`config.mk`:
```
export PLATFORM = sky130hd
export DESIGN_NAME = scan_irq_top
export DESIGN_NICKNAME = d
export VERILOG_FILES = /design/src/rtl/scan_irq_pkg.sv /design/src/rtl/scan_irq_decode.sv /design/src/rtl/scan_irq_counter.sv /design/src/rtl/scan_irq_flag.sv /design/src/rtl/scan_irq_top.sv
export SDC_FILE = /design/constraint.sdc
export NUM_CORES = 1
export LEC_CHECK = 0
export ABC_AREA = 0
export CELL_PAD_IN_SITES_DETAIL_PLACEMENT = 1
export CELL_PAD_IN_SITES_GLOBAL_PLACEMENT = 1
export CORE_UTILIZATION = 31
export DETAILED_ROUTE_END_ITERATION = 16
export PLACE_DENSITY = 0.72
export SYNTH_ARGS = -nofsm -noshare
export SYNTH_HDL_FRONTEND = slang
export SYNTH_SLANG_ARGS = --single-unit
```
`constraint.sdc`:
```
create_clock -name clk -period 1.7 [get_ports clk]
set_input_delay 0.17 -clock clk [delete_from_list [all_inputs] [get_ports clk]]
set_output_delay 0.17 -clock clk [all_outputs]
set_load 0.05 [all_outputs]
```
`src/rtl/scan_irq_pkg.sv`:
```
package scan_irq_pkg;

    localparam int GROUP_W = 3;
    localparam logic [GROUP_W-1:0] GRP_COUNT = 3'b110;
    localparam logic [GROUP_W-1:0] GRP_IRQ   = 3'b111;

    typedef enum logic [1:0] {
        RG_NONE  = 2'd0,
        RG_COUNT = 2'd1,
        RG_IRQ   = 2'd2
    } region_e;

    typedef struct packed {
        logic set_value;
        logic ask_refill;
        logic irq_off;
        logic irq_on;
    } cmd_t;

    function automatic region_e region_of(input logic [GROUP_W-1:0] grp);
        region_e r;
        case (grp)
            GRP_COUNT: r = RG_COUNT;
            GRP_IRQ:   r = RG_IRQ;
            default:   r = RG_NONE;
        endcase
        return r;
    endfunction

    function automatic cmd_t make_cmd(input logic strobe, input region_e r, input logic odd);
        cmd_t c;
        c = '0;
        if (strobe) begin
            case (r)
                RG_COUNT: begin
                    c.set_value  = !odd;
                    c.ask_refill = odd;
                end
                RG_IRQ: begin
                    c.irq_off = !odd;
                    c.irq_on  = odd;
                end
                default: c = '0;
            endcase
        end
        return c;
    endfunction

endpackage

```
`src/rtl/scan_irq_decode.sv`:
```
module scan_irq_decode
    import scan_irq_pkg::*;
#(
    parameter int ADDR_W = 16
) (
    input  logic              wr_en,
    input  logic [ADDR_W-1:0] wr_addr,
    output cmd_t              cmd
);
    localparam int TOP = ADDR_W - 1;

    region_e region;

    always_comb begin
        region = region_of(wr_addr[TOP -: GROUP_W]);
        cmd    = make_cmd(wr_en, region, wr_addr[0]);
    end
endmodule

```
`src/rtl/scan_irq_counter.sv`:
```
module scan_irq_counter
    import scan_irq_pkg::*;
#(
    parameter int CNT_W = 8
) (
    input  logic             clk,
    input  logic             rst,
    input  cmd_t             cmd,
    input  logic [CNT_W-1:0] wr_data,
    input  logic             line_tick,
    output logic [CNT_W-1:0] cnt_q,
    output logic [CNT_W-1:0] latch_q,
    output logic             reload_q,
    output logic             hit
);
    localparam logic [CNT_W-1:0] ZERO = '0;
    localparam logic [CNT_W-1:0] ONE  = {{(CNT_W-1){1'b0}}, 1'b1};

    logic [CNT_W-1:0] cnt_d;
    logic             reload_d;
    logic             refill;

    always_comb begin
        refill   = (cnt_q == ZERO) || reload_q;
        cnt_d    = cnt_q;
        reload_d = reload_q;
        if (line_tick) begin
            cnt_d    = refill ? latch_q : (cnt_q - ONE);
            reload_d = 1'b0;
        end
        if (cmd.ask_refill) begin
            reload_d = 1'b1;
        end
        hit = line_tick && (cnt_d == ZERO);
    end

    always_ff @(posedge clk) begin
        if (rst) begin
            cnt_q    <= ZERO;
            latch_q  <= ZERO;
            reload_q <= 1'b0;
        end else begin
            cnt_q    <= cnt_d;
            reload_q <= reload_d;
            if (cmd.set_value) begin
                latch_q <= wr_data;
            end
        end
    end
endmodule

```
`src/rtl/scan_irq_flag.sv`:
```
module scan_irq_flag
    import scan_irq_pkg::*;
(
    input  logic clk,
    input  logic rst,
    input  cmd_t cmd,
    input  logic hit,
    output logic en_q,
    output logic pend_q
);
    logic ack;

    always_comb begin
        ack = cmd.irq_off || cmd.irq_on;
    end

    always_ff @(posedge clk) begin
        if (rst) begin
            en_q   <= 1'b0;
            pend_q <= 1'b0;
        end else begin
            if (ack) begin
                pend_q <= 1'b0;
            end else if (hit && en_q) begin
                pend_q <= 1'b1;
            end
            if (cmd.irq_on) begin
                en_q <= 1'b1;
            end else if (cmd.irq_off) begin
                en_q <= 1'b0;
            end
        end
    end
endmodule

```
`src/rtl/scan_irq_top.sv`:
```
module scan_irq_top
    import scan_irq_pkg::*;
#(
    parameter int ADDR_W = 16,
    parameter int CNT_W  = 8
) (
    input  logic              clk,
    input  logic              rst,
    input  logic              wr_en,
    input  logic [ADDR_W-1:0] wr_addr,
    input  logic [CNT_W-1:0]  wr_data,
    input  logic              line_tick,
    output logic              irq_n
);
    cmd_t             cmd;
    logic [CNT_W-1:0] cnt_q;
    logic [CNT_W-1:0] latch_q;
    logic             reload_q;
    logic             hit;
    logic             en_q;
    logic             pend_q;

    scan_irq_decode #(.ADDR_W(ADDR_W)) u_dec (
        .wr_en   (wr_en),
        .wr_addr (wr_addr),
        .cmd     (cmd)
    );

    scan_irq_counter #(.CNT_W(CNT_W)) u_cnt (
        .clk       (clk),
        .rst       (rst),
        .cmd       (cmd),
        .wr_data   (wr_data),
        .line_tick (line_tick),
        .cnt_q     (cnt_q),
        .latch_q   (latch_q),
        .reload_q  (reload_q),
        .hit       (hit)
    );

    scan_irq_flag u_flag (
        .clk    (clk),
        .rst    (rst),
        .cmd    (cmd),
        .hit    (hit),
        .en_q   (en_q),
        .pend_q (pend_q)
    );

    assign irq_n = !pend_q;
endmodule

```
==> results.py <==
metrics = {
    "route": {
        "drc_errors": 0,
        "dr.first_iter.drc_count": 10,
        "first_pass_iters": 4,
        "vias": 1064,
        "viasPerCell": 5.22,
        "drt-total-wl_um": 3190,
        "drtAntennaViolNets": 0,
        "avgRoutedWirePerCell_um": 15.6,
    },
    "clock_tree": {
        "cts_root_buf": "clkbuf_4",
        "hold_buffers": 0,
        "cts_tree": "yes",
        "clk_pin_slew_worst_paths_ps": 120,
        "clk_path_buf_depth": 2,
        "cts_sinks": 19,
        "numCtsBuffers": 3,
        "insertion_delay_ps": 310,
        "h-tree-depth": 1,
    },
    "sta": {
        "fin_ws_ps": -110,
        "slew-limit-headroom_pct": 67.1,
        "max_clock_freq_mhz": 553,
        "worst_pin_slew_ps": 492,
        "fin_skew_ps": 2.78,
        "period_minus_slack_ps": 1810,
        "hold_slack_ps": 467,
        "report.final.slew_viol_count": 0,
        "period_share_pct": 106,
        "rsz0062_at_grt": "yes",
        "setup_viol": 3,
        "final-hold-violation-count": 0,
    },
    "yosys": {
        "synth_fp_nets": 152,
        "syn_area_sq_um": 1050,
        "ys.flop_type": "dfxtp_1",
        "yosysTopAreaCell": "dfxtp_1",
        "yosys_register_bits": 19,
        "async_reset_ff_share_pct": 0,
        "synth_enable_flop_cells": 0,
        "synth_top_area_share_pct": 36.1,
        "synth-seq-area-share_pct": 36.1,
        "avgSynthCellArea_sq_um": 8.63,
        "synth_cell_type_count": 41,
        "netlist_instances": 122,
        "yosys_warnings": 0,
        "ys_top_cells_by_area": "dfxtp_1 (36%), mux2i_1 (10%), nor2_1 (6.8%)",
    },
    "power": {
        "p_leak_uw": 0.000591,
        "irDropWorstVdd_mv": 0.756,
        "power_density_nw_per_um2": 1910,
    },
    "global_route": {
        "grt_pass1_wl_um": 5300,
        "grt_pass1_vias": 1149,
        "grt_overflow": 0,
        "antenna_found_initial": 0,
        "grt_max_degree": 19,
        "grtUsageTotal_pct": 20.0,
    },
    "final_layout": {
        "finalInstanceArea_sq_um": 1570,
        "antenna_cells": 0,
        "final_cell_mix": "nor2_1 (19), buf_4 (19), clkdlybuf4s50_1 (16), dfxtp_1 (13), mux2i_1 (11)",
        "syn_to_final_growth_pct": 49.5,
        "nets": 191,
        "drive_gt1_share_pct": 36.3,
    },
    "floorplanning": {
        "rows": 20,
        "start_util_pct": 33.6,
        "dieArea_sq_um": 3630,
        "fp.dieW_um": 60.3,
        "io_pins": 29,
        "die_h_um": 60.3,
        "core_area_sq_um": 3130,
    },
    "setup_path": {
        "r2r_start": "u_cnt.cnt_q[1]$_SDFF_PP0_",
        "crit_type": "reg2reg",
        "cp-start-kind": "flip-flop",
        "path_max_fanout": 4,
        "cp-end-kind": "flip-flop",
        "cp-startpoint": "u_cnt.cnt_q[1]$_SDFF_PP0_",
        "r2r_slack_ps": -110,
        "required_ps": 1930,
        "worstPathArrival_ps": 2040,
    },
    "placed_design": {
        "dpl.hpwl_um": 2170,
        "portBuffers": 16,
        "gp_congestion": 0.789,
        "placed_area_sq_um": 1380,
    },
    "outcome": {
        "status": "finished, violations left",
        "failed_checks": "setup timing",
    },
    "hold_path": {
        "min_path_type": "in2reg",
        "min_from": "wr_data[3]",
    },
    "flow_run": {
        "max_cap_viol_count": 0,
    },
}
[power by group]
group / switching, uW / leakage (uW) / internal [uW]
combinational: 964 / 0.000418 / 1180
sequential: 79.6 / 0.000157 / 540
clock: 154 / 0.0000150 / 91.7
total: 1200 / 0.000591 / 1810
[critical path: stages (launching register included)]
cell	delay, ps
dfxtp_2	360
inv_2	50
ha_4	160
nor3b_4	170
buf_4	150
a211oi_2	210
a31oi_1	60
o21ai_1	190
nand3_1	140
o31ai_2	230
[metrics by stage]
stage / utilization [%] / std cells / TNS [ps] / worst slack [ps] / power (uW)
after floorplan: - / 122 / 0 / 18.7 / 1560
after global placement: 44.2 / 192 / -188 / -124 / 2000
after detailed placement: 44.2 / 192 / -291 / -175 / 2070
after CTS: 48.9 / 203 / -143 / -83.1 / 2780
after global routing: 50.3 / 204 / -713 / -239 / 3200
final: 50.3 / 204 / -205 / -110 / 3010
[path summary, 6_finish.rpt]
| check | cells after the start | end |
|---|---|---|
| max | 9 | u_flag.pend_q$_SDFFE_PP0P_ |
| min | 3 | u_cnt.latch_q[3]$_SDFFE_PP0P_ |
| max reg2reg | 9 | u_flag.pend_q$_SDFFE_PP0P_ |
| min reg2reg | 2 | u_flag.pend_q$_SDFFE_PP0P_ |
[area by class of cell]
type,instances,area (sq um)
clock buffer,4,26.3
fill,374,1560
inverter,6,22.5
multi-input combinational,91,711
sequential,19,390
tap,44,55.1
timing repair buffer,40,368
[sequential cells by signal, indices dropped and copies added, names as in the netlist]
name / count
u_cnt.cnt_q: 8
u_cnt.latch_q: 8
u_cnt.reload_q: 1
u_flag.en_q: 1
u_flag.pend_q: 1
[Yosys cell counts, drive strengths merged, types with 2 or more instances]
master / n
ha: 2
a31oi: 3
clkbuf: 3
nand2: 6
mux2i: 11
a21oi: 6
nor2b: 4
nor2: 20
o21ai: 7
nand3: 5
nor3: 3
buf: 3
dfxtp: 19
o221ai: 2
nand2b: 2
nor3b: 3
mux2: 2
inv: 6
[routing by layer]
layer	track usage [%]	routed length (um)	share of wire, %
met2	33.3	1650	52
met1	24.2	1380	43
met4	11.3	88	2.8
met5	0	0	0
met3	3.03	65	2.0
[cell families (layout without fill, tap and decap cells)]
kind of cell / count (synthesis) / after routing / share of synthesized area, %
fa+ha+maj: 2 / 2 / 2.38
xor+xnor: 2 / 2 / 1.66
simple gates: 48 / 48 / 24.7
flops: 19 / 19 / 36.1
compound gates: 26 / 26 / 17.2
buf+inv: 12 / 50 / 4.87
mux: 13 / 13 / 13.0
[timing repair]
item,4_1_cts,5_1_grt
gates resized for setup,22,11
setup buffers,7,1
pin swaps,9,7
endpoints found under the setup margin,3,8
Note: power is estimated with default switching activity, not from simulation.
